[config.mk]
export PLATFORM = sky130hd
export DESIGN_NAME = cs_status_reader
export DESIGN_NICKNAME = d
export VERILOG_FILES = /design/src/rtl/cs_buf_pkg.sv /design/src/rtl/cs_timebase.sv /design/src/rtl/cs_store.sv /design/src/rtl/cs_flag_irq.sv /design/src/rtl/cs_status_reader.sv
export SDC_FILE = /design/constraint.sdc
export NUM_CORES = 1
export LEC_CHECK = 0
export ABC_AREA = 1
export BUFFER_PORTS_ARGS = -buffer_cell sky130_fd_sc_hd__buf_2
export CORE_UTILIZATION = 50
export DETAILED_ROUTE_END_ITERATION = 8
export PLACE_DENSITY = 0.66
export SYNTH_ARGS = -nofsm -noshare
export SYNTH_HDL_FRONTEND = slang
export SYNTH_SLANG_ARGS = --single-unit
[constraint.sdc]
create_clock -name clk -period 2.7 [get_ports clk]
set_input_delay 0.405 -clock clk [delete_from_list [all_inputs] [get_ports clk]]
set_output_delay 0.405 -clock clk [all_outputs]
set_load 0.01 [all_outputs]
[src/rtl/cs_buf_pkg.sv]
package cs_buf_pkg;
    localparam int FRAME_CYC = 128;
    localparam int CYC_W     = $clog2(FRAME_CYC);
    localparam int FRAMES    = 192;
    localparam int FRM_W     = $clog2(FRAMES);
    localparam int BYTES     = 8;
    localparam int OFF_W     = $clog2(BYTES);
    localparam int GRP_W     = FRM_W - OFF_W;
    localparam int FLAG_W    = 2;
    localparam int ADDR_W    = 5;
    localparam int NCH       = 2;
    localparam logic [CYC_W-1:0] FETCH_CYC = CYC_W'(FRAME_CYC - 2);

    typedef struct packed {
        logic [7:0] b;
        logic [7:0] a;
    } cs_pair_t;

    function automatic logic [OFF_W-1:0] grp_offset(input logic [GRP_W-1:0] grp);
        return grp[OFF_W-1:0];
    endfunction
endpackage

[src/rtl/cs_timebase.sv]
module cs_timebase
    import cs_buf_pkg::*;
(
    input  logic             clk,
    input  logic             rst,
    output logic             fetch,
    output logic             rd_stb,
    output logic             frame_end,
    output logic             blk_first,
    output logic [OFF_W-1:0] bit_idx,
    output logic [OFF_W-1:0] next_off
);
    logic [CYC_W-1:0] cyc;
    logic [FRM_W-1:0] frm;
    logic [GRP_W-1:0] grp_nx;
    logic             last_in_grp;

    always_ff @(posedge clk) begin
        if (rst) begin
            cyc <= '0;
            frm <= FRM_W'(FRAMES - 1);
        end else begin
            cyc <= cyc + 1'b1;
            if (frame_end)
                frm <= (frm == FRM_W'(FRAMES - 1)) ? '0 : frm + 1'b1;
        end
    end

    always_comb begin
        last_in_grp = &frm[OFF_W-1:0];
        frame_end   = &cyc;
        fetch       = last_in_grp && (cyc == FETCH_CYC);
        rd_stb      = last_in_grp && (cyc[CYC_W-1:1] == FETCH_CYC[CYC_W-1:1]);
        blk_first   = (frm == '0);
        bit_idx     = frm[OFF_W-1:0];
        grp_nx      = frm[FRM_W-1:OFF_W] + 1'b1;
        next_off    = grp_offset(grp_nx);
    end

    p_stb_two_r5: assert property (@(posedge clk) disable iff (rst)
        $rose(rd_stb) |=> rd_stb ##1 !rd_stb);
    p_blk_after_stb_r4: assert property (@(posedge clk) disable iff (rst)
        $rose(blk_first) |-> $past(rd_stb));
endmodule

[src/rtl/cs_store.sv]
module cs_store
    import cs_buf_pkg::*;
(
    input  logic              clk,
    input  logic              rst,
    input  logic              wr_en,
    input  logic [ADDR_W-1:0] wr_addr,
    input  logic [7:0]        wr_data,
    input  logic [OFF_W-1:0]  rd_off,
    output cs_pair_t          rd_pair
);
    logic [NCH-1:0][7:0] rd_bytes;

    for (genvar c = 0; c < NCH; c++) begin : g_ch
        logic [7:0] mem [BYTES];
        logic       sel;
        assign sel = wr_en && (wr_addr[ADDR_W-1:OFF_W] == 2'(c + 1));
        always_ff @(posedge clk) begin
            if (rst) begin
                for (int i = 0; i < BYTES; i++) mem[i] <= '0;
            end else if (sel) begin
                mem[wr_addr[OFF_W-1:0]] <= wr_data;
            end
        end
        assign rd_bytes[c] = mem[rd_off];
    end

    assign rd_pair.a = rd_bytes[0];
    assign rd_pair.b = rd_bytes[1];
endmodule

[src/rtl/cs_flag_irq.sv]
module cs_flag_irq
    import cs_buf_pkg::*;
(
    input  logic              clk,
    input  logic              rst,
    input  logic              fetch,
    input  logic [OFF_W-1:0]  next_off,
    input  logic [FLAG_W-1:0] mask,
    input  logic              ack,
    output logic [FLAG_W-1:0] flags,
    output logic              irq_n
);
    logic [FLAG_W-1:0] nf;
    logic              pend;
    logic              hit;

    assign nf    = next_off[OFF_W-1 -: FLAG_W];
    assign hit   = fetch && |((nf ^ flags) & mask);
    assign irq_n = ~pend;

    always_ff @(posedge clk) begin
        if (rst) begin
            flags <= '0;
            pend  <= 1'b0;
        end else begin
            if (fetch) flags <= nf;
            if (hit)      pend <= 1'b1;
            else if (ack) pend <= 1'b0;
        end
    end

    p_flag_hold_r6: assert property (@(posedge clk) disable iff (rst)
        !fetch |=> $stable(flags));
    p_irq_quiet_r7: assert property (@(posedge clk) disable iff (rst)
        (irq_n && !fetch) |=> irq_n);
    p_irq_hold_r8: assert property (@(posedge clk) disable iff (rst)
        (!irq_n && !ack) |=> !irq_n);
endmodule

[src/rtl/cs_status_reader.sv]
module cs_status_reader
    import cs_buf_pkg::*;
(
    input  logic        clk,
    input  logic        rst,
    input  logic        wr_en,
    input  logic [4:0]  wr_addr,
    input  logic [7:0]  wr_data,
    input  logic [1:0]  irq_mask,
    input  logic        irq_ack,
    output logic        cs_a,
    output logic        cs_b,
    output logic        blk_first,
    output logic [1:0]  flags,
    output logic        rd_stb,
    output logic        irq_n,
    output logic        collision
);
    logic             fetch, frame_end;
    logic [OFF_W-1:0] bit_idx, next_off;
    cs_pair_t         rd_pair, nxt, cur;
    logic             wr_hit;

    cs_timebase u_tb (
        .clk(clk), .rst(rst), .fetch(fetch), .rd_stb(rd_stb),
        .frame_end(frame_end), .blk_first(blk_first),
        .bit_idx(bit_idx), .next_off(next_off)
    );

    cs_store u_store (
        .clk(clk), .rst(rst), .wr_en(wr_en), .wr_addr(wr_addr),
        .wr_data(wr_data), .rd_off(next_off), .rd_pair(rd_pair)
    );

    cs_flag_irq u_irq (
        .clk(clk), .rst(rst), .fetch(fetch), .next_off(next_off),
        .mask(irq_mask), .ack(irq_ack), .flags(flags), .irq_n(irq_n)
    );

    assign wr_hit = wr_en && rd_stb &&
                    ((wr_addr == {2'b01, next_off}) || (wr_addr == {2'b10, next_off}));

    always_ff @(posedge clk) begin
        if (rst) begin
            nxt       <= '0;
            cur       <= '0;
            collision <= 1'b0;
        end else begin
            if (fetch) nxt <= rd_pair;
            if (frame_end && (&bit_idx)) cur <= nxt;
            collision <= wr_hit;
        end
    end

    assign cs_a = cur.a[bit_idx];
    assign cs_b = cur.b[bit_idx];

    p_coll_stb_r9: assert property (@(posedge clk) disable iff (rst)
        collision |-> $past(rd_stb));
    p_cs_steady_r2: assert property (@(posedge clk) disable iff (rst)
        !frame_end |=> ($stable(cs_a) && $stable(cs_b)));
endmodule

; Word-level counts from Yosys, hierarchy flattened
; Memories as Yosys holds them, arrays and structs flattened. A register that Yosys moved wholly into a read port is not among the register bits.
; Index checks and enable logic that the tools add are counted.
[op_classes]
n_reduce_logical = 16
eq_ne = 7
bitwise = 3
order_cmp = 1
n_addsub = 3
mux = 21
[ops]
columns = cell, n
row1 = 2-to-1 mux 8 bit, 3
row2 = OR reduction 8 bit, 2
row3 = 2-to-1 mux 1 bit, 14
row4 = adder 8 x 1 -> 8 bit (second input constant), 1
row5 = equality test 8 bit (second input constant), 1
row6 = logical AND 1 bit, 8
row7 = zero test 8 bit, 1
row8 = adder 7 x 1 -> 7 bit (second input constant), 1
row9 = equality test 7 bit (second input constant), 1
row10 = AND reduction 7 bit, 1
row11 = binary-select mux 1 bit (select 3 bit), 2
row12 = equality test 6 bit (second input constant), 1
row13 = 2-to-1 mux 3 bit, 2
row14 = equality test 5 x 4 -> 1 bit, 1
row15 = equality test 5 bit, 1
row16 = < comparator 3 x 4 -> 1 bit (second input constant), 1
row17 = adder 3 x 1 -> 3 bit (second input constant), 1
row18 = AND reduction 3 bit, 1
row19 = bitwise AND 2 bit, 1
row20 = equality test 2 x 1 -> 1 bit (second input constant), 1
row21 = equality test 2 bit (second input constant), 1
row22 = nonzero test 2 bit, 1
row23 = OR reduction 2 bit, 1
row24 = bitwise XOR 2 bit, 1
row25 = 2 further kinds, 2
[word_totals]
mem_count = 2
word_cells = 60
input_bits = 19
output_inout_bits = 8
mem_bits_rw = 128
ff_bits = 35
[memory_table]
columns = name, depth, width, rd, rd_clocked_by_memory_dff, write_ports, line
row1 = u_store.g_ch[0].mem, 8, 8, 1, 1, 8, cs_store.sv:15  ; logic [7:0] mem [BYTES];
row2 = u_store.g_ch[1].mem, 8, 8, 1, 1, 8, cs_store.sv:15

; Logic depth before layout (Yosys ltp)
; Gate-level depths: netlist (run 1).
[depth]
ltp_word = 7
mapped_depth = 12

; Cells and area by module
; Synthesis (run 1) repeated with hierarchy kept, for this count alone.
[unflattened]
hier_cells = 1096
hier_area_um2 = 8812.2
[modules_own_cells]
columns = mod, cells_per_inst, area_each_um2, seq_area_each_um2, n_inst
row1 = cs_store, 747, 6329.8, 3843.7, 1
row2 = cs_status_reader, 212, 1465.2, 660.6, 1
row3 = cs_timebase, 115, 868.3, 300.3, 1
row4 = cs_flag_irq, 22, 148.9, 60.1, 1

; Least setup slack after synthesis (run 1)
; Ideal clock, no wire load.
[synth_timing]
path_kind = flip-flop to output port
start = register u_tb.frm[1]
end = output rd_stb
required_time_ns = 2.295
path_stages_with_launch = 6
t_arrival_ns = 1.358
setup_slack_ns = 0.937
path_cell_list = dfxtp_1 ha_1 ha_1 clkbuf_1 nand3_1 nor2_1
[synth_between]
elab_chain_len = 2
[synth_rtl]
columns = item, line
row1 = from (decl), cs_timebase.sv:14  ; logic [FRM_W-1:0] frm;
row2 = from (signal assigned), cs_timebase.sv:21  ; frm <= FRM_W'(FRAMES - 1);
row3 = from (signal assigned), cs_timebase.sv:25  ; frm <= (frm == FRM_W'(FRAMES - 1)) ? '0 : frm + 1'b1;
row4 = AND reduction 3 bit, cs_timebase.sv:30  ; last_in_grp = &frm[OFF_W-1:0];
row5 = logical AND 1 bit, cs_timebase.sv:33  ; rd_stb = last_in_grp && (cyc[CYC_W-1:1] == FETCH_CYC[CYC_W-1:1]);
row6 = to (decl), cs_status_reader.sv:15  ; output logic rd_stb,
; No other way between the ends.

; Worst setup path after layout (run 1)
[layout_timing]
start = register u_tb.frm[0]
end = output rd_stb
; The elaborated chain is that of the path after synthesis.

==> summary.txt, run 1 <==
Die
  – Initial Util: 0.515
  – Die height: 130 microns
  – Total die area: 17,000 sq um
  – Core Area: 16,000 sq um
  – FP Rows: 46
  – Die W: 130 microns
  – IO Pins: 27

Worst setup path
  – Critical path type: flop to output port
  – Delay-heaviest family, CP: flip-flops
  – Crit path top cell by count: ha_1
  – Slowest-stage cell, CP: dfxtp_1
  – Crit Path Max Fanout: 12
  – Buffers & Inverters on Critical Path: 2
  – Req. time, crit path: 2.30 ns
  – Crit start category: flop
  – Cells along the critical path: ha_1, ha_1, buf_4, nand3_1, nor2_1, buf_2
  – Crit path capture type: output port
  – CP max stage delay: 0.53 ns
  – Critical path arrival: 2.16 ns

Drt
  – # DRC: 0
  – Post-DRT Antenna Nets: 0
  – Pre-antenna DRT Iters: 5
  – Vias post-DR: 6,259
  – Detailed Route Iter0 Violations: 494
  – Routed len/inst: 16.3 microns
  – Via/cell ratio: 5.25
  – WL final: 19,400 microns

Placed design
  – Area after DPL: 8500 sq um
  – Worst slack, placed: 0.536 ns
  – Placed Cells: 1,160
  – Placed wire-length estimate: 12,500 microns
  – I/O Buffers: 26
  – Routability cong.: 0.834

Power
  – Power Density: 661 nW/um^2
  – Leak pwr: 3.93 nW
  – Worst IR Drop VDD: 0.509 mV
  – Overall power: 6.05 mW

CTS
  – Clock-pin slew on the worst setup and hold paths: 0.07 ns
  – Post CTS Setup Buffer Count: 0
  – Post-CTS sizing: 0
  – CTS Buffer Depth: 2
  – Worst-Skew Late Latency: 0.44 ns
  – # clock sinks: 179
  – TritonCTS clock tree: built
  – Hold_buf cts: 0
  – H-tree levels: 4
  – CTS Buf Count: 17
  – CTS root buf: clkbuf_16

Synth
  – Post-synth EDFFs: 128
  – Seq/Total Area, Yosys: 0.591
  – Largest area contributor in the netlist: edfxtp_1
  – Mapped Nets: 981
  – Ys async rst share: 0
  – Netlist area before placement: 8230 sq um
  – Netlist cell types: 31
  – #FFs+latches synth: 179
  – Area share of the largest cell type after synthesis: 0.467
  – Synth Warn #: 0
  – Synth cell count leaders: 320 x nand2_1, 160 x nor2_1, 128 x edfxtp_1
  – Post-Syn Area per Cell: 8.61 sq um
  – Synth top area cells: edfxtp_1 47%, nand2_1 15%, dfxtp_1 12%, nor2_1 7.3%, o21ai_0 3.0%
  – Count leader, synth: nand2_1
  – Synth Flop Type: edfxtp_1
  – Cells after Synth: 956

Cells and area
  – NumNets Final: 988
  – Util after Layout: 0.572
  – Final Cell Area: 9150 sq um
  – Diodes inserted: 0
  – Fraction of layout cells with a size suffix above 1: 0.103
  – Final std cells w/o fill: 1,192
  – Layout area overhead: 11.1%

Timing
  – Unrepaired setup endpoints after global routing: no
  – Final Hold Viols: 0
  – Setup violators final: 0
  – Tightest Pin Transition: 0.831 ns
  – Final Cycle Share: 0.948
  – Hold WS: 0.230 ns
  – Clock skew: 0.00904 ns
  – Setup TNS: 0 ns
  – Fmax: 390 MHz
  – Setup WS post-layout: 0.139 ns
  – Period minus WS final: 2.56 ns
  – Final slew viol count: 0
  – Max_slew headroom: 0.446

Global route
  – Tot GR Track Use: 0.245
  – Vias in the first global route: 5,868
  – Largest net degree at the start of global routing: 69
  – Total grt overflow: 0
  – Initial antenna violation count: 0
  – First-pass GRT wire length: 30,600 microns

Status
  – Status: finished, final reports clean

Min path
  – Hold Path Class: primary input to flop

Flow run
  – # Max-Cap Violations: 0
kinds of logic after synthesis:
group | synth area share
DFF | 0.591
AOI/OAI and AO/OA | 0.0596
adders and majority gates | 0.00912
xor gates and xnor gates | 0.00426
and+or+nand+nor | 0.279
buffers and inverters | 0.0573
worst register-to-register path: stages, from the launching register on:
cell,delay [ns]
dfxtp_1,0.53
ha_1,0.24
ha_1,0.17
nand2_1,0.07
nor2_2,0.09
nand2_2,0.30
nor2_4,0.43
nand2_1,0.09
nand3_1,0.10
nand2_1,0.05
inv_1,0.07
worst paths after layout:
check	from	endpoint	slack, ns	depth (start not counted)
worst max-delay path	u_tb.frm[0]	rd_stb	0.14	6
worst max register to register	u_tb.frm[0]	nxt[9]	0.51	10
worst min register to register	cur[3]	cur[3]	0.46	2
worst min-delay path	irq_ack	u_irq.pend	0.23	3
flip-flops by register name (all words and copies together), names as in the netlist:
signal,count
u_tb.cyc,7
cur,16
u_tb.frm,8
u_irq.pend,1
u_irq.flags,2
nxt,16
u_store.g_ch.mem,128
collision,1
layout make-up:
type / instances / area [sq um]
Multi-Input combinational cell: 669 / 2900
Clock inverter: 14 / 223
Sequential cell: 179 / 4870
Timing Repair Buffer: 37 / 238
Inverter: 59 / 221
Tap cell: 216 / 270
Fill cell: 1468 / 6850
Clock buffer: 18 / 429
layout by cell type (no fill, tap or decap), types with 2 or more instances in the layout:
cell / Yosys / layout
o21a_1: 2 / 2
buf_12: 0 / 2
edfxtp_1: 128 / 128
bufinv_16: 0 / 5
nand2_1: 320 / 320
clkinv_2: 0 / 2
xnor2_1: 2 / 2
xor2_1: 2 / 2
nor2_1: 160 / 160
buf_2: 14 / 26
o21ai_1: 5 / 5
ha_1: 6 / 6
nand3_1: 42 / 42
nand4_1: 4 / 4
nor3_1: 13 / 12
inv_2: 5 / 5
dfxtp_1: 51 / 50
inv_6: 0 / 4
o211ai_1: 5 / 5
o21ai_0: 50 / 50
buf_4: 6 / 9
nor2_4: 3 / 3
clkbuf_16: 0 / 17
inv_1: 53 / 53
nand2_2: 19 / 19
a21oi_1: 31 / 31
report_power, final:
part           switching, mW  internal [mW]
clock network           1.08           1.66
logic                  0.184         0.0580
registers             0.0325           3.04
layer usage:
metal | vias up | global-route usage | wire length [microns]
li1 | 3102 | - | -
met1 | 2912 | 0.331 | 8800
met2 | 214 | 0.395 | 9040
met3 | 31 | 0.0500 | 1200
met4 | 0 | 0.0784 | 379
met5 | - | 0 | 0
Power figures use the tool's default switching activity.
==> run 2: changes to the inputs <==
ABC_AREA = default   (was 1)
GPL_ROUTABILITY_DRIVEN = 0   (was default)
==> run 2 against run 1 <==
  * Via count fell by 24%
  * Worst setup slack better by 0.10 ns
  * Synthesized area down 0.70%
  * Synthesized cell count down 37%
  * Largest power group unchanged
==> summary.txt, run 2 <==
Drt
  – Via/cell ratio: 5.51 (+4.8%)
  – Post-DRT Antenna Nets: 0 (unchanged)
  – Pre-antenna DRT Iters: 5 (unchanged)
  – Detailed Route Iter0 Violations: 361 (-27%)
  – Routed len/inst: 19.3 microns (+19%)
  – WL final: 16,800 microns (-13%)
  – Vias post-DR: 4,784 (-24%)
  – # DRC: 0 (unchanged)

Synth
  – Cells after Synth: 606 (-37%)
  – Synth cell count leaders: 129 x and2_1, 128 x edfxtp_1, 57 x nor2_1
  – Seq/Total Area, Yosys: 0.595 (+0.00416)
  – Synth Flop Type: edfxtp_1
  – #FFs+latches synth: 179 (unchanged)
  – Area share of the largest cell type after synthesis: 0.470 (+0.00329)
  – Count leader, synth: and2_1
  – Complex-gate fraction of the synthesized area: 0.0370 (-0.0225)
  – Post-Synth XOR/XNOR Area: 0.0191 (+0.0149)
  – Synth Warn #: 0 (unchanged)
  – Adder and majority gate portion of the synthesized area: 0.00918 (+0.0000642)
  – Post-synth EDFFs: 128 (unchanged)
  – Ys async rst share: 0 (unchanged)
  – Synth top area cells: edfxtp_1 47%, dfxtp_1 12%, and2_1 9.9%, mux4_2 5.5%, mux4_1 5.1%
  – Largest family of logic cells by synthesized area: simple AND/OR/NAND/NOR gates
  – Synth Area in Simple Gates: 0.179 (-0.0996)
  – Mapped Nets: 631 (-36%)
  – Largest area contributor in the netlist: edfxtp_1
  – Post-Syn Area per Cell: 13.5 sq um (+57%)
  – Netlist cell types: 40 (+29%)
  – Netlist area before placement: 8180 sq um (-0.70%)
  – Mux cell area share after synthesis: 0.131 (+0.131)

Min path
  – Hold Startpoint: irq_ack
  – Hold path endpoint: u_irq.pend
  – Hold Path Depth: 2 (-1)
  – Hold Path Class: primary input to flop

Timing
  – Setup violators final: 0 (unchanged)
  – Final Hold Viols: 0 (unchanged)
  – Final slew viol count: 0 (unchanged)
  – Setup WS post-layout: 0.241 ns (+0.102 ns)
  – Clock skew: 0.00863 ns (-0.000406 ns)
  – Fmax: 407 MHz (+4.2%)
  – Tightest Pin Transition: 0.631 ns (-0.200 ns)
  – Setup TNS: 0 ns (unchanged)
  – Unrepaired setup endpoints after global routing: no
  – Final Cycle Share: 0.911 (-0.0379)
  – Period minus WS final: 2.46 ns (-0.102 ns)
  – Max_slew headroom: 0.578 (+0.132)

Cells and area
  – Fraction of layout cells with a size suffix above 1: 0.179 (+0.0757)
  – Most frequent cells in the layout: 129 x and2_1, 128 x edfxtp_1, 57 x nor2_1
  – Layout area overhead: 12.0%
  – Diodes inserted: 0 (unchanged)
  – Util after Layout: 0.575 (+0.00277)
  – Final std cells w/o fill: 869 (-27%)
  – Top flop regs: u_store.g_ch.mem (128), cur (16), nxt (16)
  – Most flop-heavy register: u_store.g_ch.mem
  – Most common cell after layout, fill and taps aside: and2_1
  – Largest register FFs: 128 (unchanged)
  – NumNets Final: 665 (-33%)
  – Final Cell Area: 9160 sq um (+0.12%)

Worst setup path
  – Critical path arrival: 2.05 ns (-0.11 ns)
  – Critical path launch point: u_tb.frm[0]
  – Worst R2R Setup Slack: 0.65 ns (+0.14 ns)
  – Crit Path Max Fanout: 5 (-7)
  – Crit start category: flop
  – Req. time, crit path: 2.30 ns (about the same)
  – Reg2reg start: u_tb.frm[4]
  – Critical path type: flop to output port
  – Crit path capture type: output port
  – Worst Reg-to-Reg Cells: 6 (-4)
  – Reg2Reg Capture Point: nxt[0]

Power
  – Power Density: 628 nW/um^2 (-5.1%)
  – Internal power: 4.45 mW (-6.5%)
  – Reg power frac: 0.535 (+0.027)
  – Leak pwr: 3.44 nW (-12%)
  – Clock share of power: 0.426 (-0.026)
  – Worst IR Drop VDD: 0.439 mV (-14%)
  – Net Sw Power: 1.30 mW (+0.77%)
  – Combinational Power Share: 0.039 (about the same)
  – Sw Share: 0.226 (+0.0129)

Placed design
  – Area after DPL: 8570 sq um (+0.85%)
  – Placed wire-length estimate: 11,300 microns (-9.4%)
  – Worst slack, placed: 0.658 ns (+0.122 ns)
  – Placed Cells: 837 (-28%)
  – I/O Buffers: 26 (unchanged)

Die
  – Die W: 130 microns (-0.35%)
  – IO Pins: 27 (unchanged)
  – Core Area: 15,900 sq um (-0.36%)
  – Die height: 130 microns (-0.35%)
  – Initial Util: 0.513 (-0.00175)
  – Total die area: 16,900 sq um (-0.69%)
  – FP Rows: 46 (unchanged)

CTS
  – CTS Buf Count: 17 (unchanged)
  – Worst-Skew Late Latency: 0.43 ns (about the same)
  – CTS Buffer Depth: 2 (unchanged)
  – TritonCTS clock tree: built
  – H-tree levels: 4 (unchanged)
  – Hold_buf cts: 0 (unchanged)
  – Clock-pin slew on the worst setup and hold paths: 0.07 ns (about the same)
  – Post CTS Setup Buffer Count: 0 (unchanged)
  – CTS root buf: clkbuf_16
  – Post-CTS sizing: 0 (unchanged)
  – # clock sinks: 179 (unchanged)

Global route
  – Largest net degree at the start of global routing: 51 (-26%)
  – First-pass GRT wire length: 26,700 microns (-13%)
  – Initial antenna violation count: 1 (+1)
  – Vias in the first global route: 4,677 (-20%)
  – Total grt overflow: 0 (unchanged)
  – Tot GR Track Use: 0.221 (-0.0232)

Flow run
  – # Max-Cap Violations: 0 (unchanged)

Status
  – Status: finished, final reports clean
run 2: how the worst max path moves through the flow:
stage	to	slack, ns	cells past startpoint
floorplan	cs_a	0.81	3
global placement	cs_a	0.69	4
detailed placement	nxt[0]	0.66	6
CTS	cs_a	0.21	4
global route	cs_a	0.16	4
finish	cs_a	0.24	4
run 2: kinds of logic after synthesis:
kind of cell               Yosys count
AOI/OAI and AO/OA                   37
xor gates and xnor gates            17
adders and majority gates            6
buffers and inverters               41
DFF                                179
muxes                               56
and+or+nand+nor                    270
run 2: routing by layer:
layer / track usage / share of wire
met1: 0.318 / 0.47
met2: 0.339 / 0.46
met3: 0.0484 / 0.062
met4: 0.0670 / 0.013
met5: 0 / 0
run 2: worst max-delay path, stage by stage, from the launching register on:
cell and delay (ns):
dfxtp_1 0.49, buf_4 0.22, mux4_2 0.50, mux2_2 0.27
buf_2 0.14
run 2: metrics by stage:
stage	hold slack [ns]	power [mW]
5_1_grt	0.160	5.91
4_1_cts	0.153	5.79
2_1_floorplan	0.441	3.26
3_5_place_dp	0.469	3.36
3_3_place_gp	0.458	3.35
6_report	0.172	5.75
run 2: layout make-up:
cell class / instances / area (sq um)
Fill cell: 1279 / 6780
Clock inverter: 14 / 161
Inverter: 5 / 18.8
Timing Repair Buffer: 51 / 330
Tap cell: 216 / 270
Sequential cell: 179 / 4870
Multi-Input combinational cell: 386 / 3090
Clock buffer: 18 / 429
run 2: power groups by stage:
stage	Sequential (mW)	Combinational, mW	Clock, mW
after global routing	3.09	0.242	2.58
after global placement	3.13	0.219	0
final	3.08	0.223	2.45
after floorplan	3.12	0.137	0
after detailed placement	3.14	0.223	0
after CTS	3.08	0.224	2.49
==> run 3: changes to the inputs <==
CORE_MARGIN = 2   (was default)
==> run 3 against run 2 <==
  * Via count is 0.65% lower
  * Clock skew fell by 0.00071 ns
  * Final cell count fell by 0.12%
  * Die area up 3.1%
  * First-iteration DRC count grew 16%
  * Worst setup slack worse by 0.0085 ns
  * Combinational power up 2%
  * Critical path depth grew 1
  * Final area shrank 0.71%
==> summary.txt, run 3 (synthesis gave the netlist of run 2 again) <==
Global route
  – First-pass GRT wire length: 26,800 microns (+0.24%)
  – GR peak layer: met2
  – Largest net degree at the start of global routing: 35 (-31%)
  – Met2 GRT Util: 0.317 (-0.0223)
  – Tot GR Track Use: 0.205 (-0.0166)
  – Met3 usage: 0.0423 (-0.00609)
  – Total grt overflow: 0 (unchanged)
  – Global Route met1 Usage: 0.292 (-0.0260)
  – Initial antenna violation count: 0 (-1)
  – Vias in the first global route: 4,632 (-0.96%)

Cells and area
  – Layout area overhead: 11.2%
  – Fraction of layout cells with a size suffix above 1: 0.172 (-0.00739)
  – Top flop regs: u_store.g_ch.mem (128), cur (16), nxt (16)
  – Final Cell Area: 9100 sq um (-0.71%)
  – Largest register FFs: 128 (unchanged)
  – Fill cell count: 1,322 (+3.4%)
  – Diodes inserted: 0 (unchanged)
  – Most common cell after layout, fill and taps aside: and2_1
  – NumNets Final: 664 (-0.15%)
  – Most frequent cells in the layout: 129 x and2_1, 128 x edfxtp_1, 57 x nor2_1
  – Most flop-heavy register: u_store.g_ch.mem

CTS
  – Hold_buf cts: 0 (unchanged)
  – H-tree levels: 4 (unchanged)
  – CTS Buffer Depth: 2 (unchanged)
  – # clock sinks: 179 (unchanged)
  – Post-CTS sizing: 0 (unchanged)
  – Worst-Skew Late Latency: 0.43 ns (about the same)
  – Post CTS Setup Buffer Count: 0 (unchanged)
  – Clock-pin slew on the worst setup and hold paths: 0.06 ns (about the same)
  – CTS Buf Count: 17 (unchanged)
  – CTS root buf: clkbuf_16
  – TritonCTS clock tree: built

Worst setup path
  – Critical path type: flop to output port
  – Crit path capture type: output port
  – Crit start category: flop
  – Critical path arrival: 2.06 ns (about the same)
  – Req. time, crit path: 2.30 ns (about the same)
  – Crit Path Max Fanout: 9 (+4)

Timing
  – Setup WS post-layout: 0.233 ns (-0.00850 ns)
  – Unrepaired setup endpoints after global routing: no
  – Period minus WS final: 2.47 ns (+0.00850 ns)
  – Tightest Pin Transition: 1.12 ns (+0.490 ns)
  – Final Cycle Share: 0.914 (+0.00315)
  – Final Hold Viols: 0 (unchanged)
  – Setup violators final: 0 (unchanged)
  – Clock skew: 0.00792 ns (-0.000712 ns)
  – Setup TNS: 0 ns (unchanged)
  – Final slew viol count: 0 (unchanged)
  – Max_slew headroom: 0.245 (-0.333)
  – Fmax: 405 MHz (-0.34%)
  – Hold WS: 0.164 ns (-0.00748 ns)

Drt
  – Routed len/inst: 19.3 microns (-0.29%)
  – # DRC: 0 (unchanged)
  – Post-DRT Antenna Nets: 0 (unchanged)
  – Pre-antenna DRT Iters: 5 (unchanged)
  – Via/cell ratio: 5.48 (-0.53%)
  – Vias post-DR: 4,753 (-0.65%)
  – Detailed Route Iter0 Violations: 419 (+16%)
  – WL final: 16,700 microns (-0.40%)

Die
  – IO Pins: 27 (unchanged)
  – Die height: 132 microns (+1.5%)
  – FP Rows: 46 (unchanged)
  – Initial Util: 0.513 (unchanged)
  – Die W: 132 microns (+1.5%)
  – Total die area: 17,400 sq um (+3.1%)
  – Core Area: 15,900 sq um (unchanged)

Power
  – Worst IR Drop VDD: 0.456 mV (+4.0%)
  – Leak pwr: 3.41 nW (-1.0%)
  – Power Density: 617 nW/um^2 (-1.8%)

Min path
  – Hold Path Class: primary input to flop

Status
  – Status: finished, final reports clean

Placed design
  – I/O Buffers: 26 (unchanged)
  – Area after DPL: 8550 sq um (-0.23%)
  – Placed wire-length estimate: 11,000 microns (-3.3%)
  – Worst slack, placed: 0.392 ns (-0.265 ns)

Flow run
  – # Max-Cap Violations: 0 (unchanged)
[run 3: worst paths after layout]
| path | from | to | slack [ns] | cells after the start |
|---|---|---|---|---|
| worst max register to register | u_tb.frm[0] | nxt[4] | 0.58 | 7 |
| worst min register to register | u_tb.cyc[0] | u_tb.cyc[0] | 0.48 | 1 |
| worst min-delay path | irq_ack | u_irq.pend | 0.16 | 2 |
| worst max-delay path | u_tb.frm[0] | rd_stb | 0.23 | 5 |
[run 3: power by group]
| group | leakage, nW | internal, mW | switching (mW) |
|---|---|---|---|
| clock network | 0.256 | 1.27 | 1.03 |
| logic | 1.52 | 0.0870 | 0.141 |
| registers | 1.63 | 3.04 | 0.0329 |
[run 3: cell type report]
type | count | area [sq um] | share of cell area
Clock buffer | 20 | 437 | 0.0480
Clock inverter | 12 | 109 | 0.0120
Inverter | 5 | 18.8 | 0.00206
Multi-Input combinational cell | 386 | 3090 | 0.339
Sequential cell | 179 | 4870 | 0.535
Tap cell | 216 | 270 | 0.0297
Timing Repair Buffer | 50 | 310 | 0.0341
[run 3: per-layer routing]
| layer | share of wire | vias to the layer above |
|---|---|---|
| li1 | - | 2258 |
| met1 | 0.47 | 2366 |
| met2 | 0.47 | 111 |
| met3 | 0.047 | 18 |
| met4 | 0.012 | 0 |
| met5 | 0 | - |
[run 3: critical path: stages (launching register included)]
cell and delay, ns:
dfxtp_1 0.62, ha_1 0.26, ha_1 0.14, and2_1 0.17
and3_1 0.28, buf_2 0.17
[run 3: per-stage QoR]
stage | util | instances | power, mW
2_1_floorplan | - | 606 | 3.26
3_3_place_gp | 0.536 | 836 | 3.36
3_5_place_dp | 0.536 | 836 | 3.37
4_1_cts | 0.571 | 868 | 5.64
5_1_grt | 0.571 | 868 | 5.80
6_report | 0.571 | 868 | 5.61
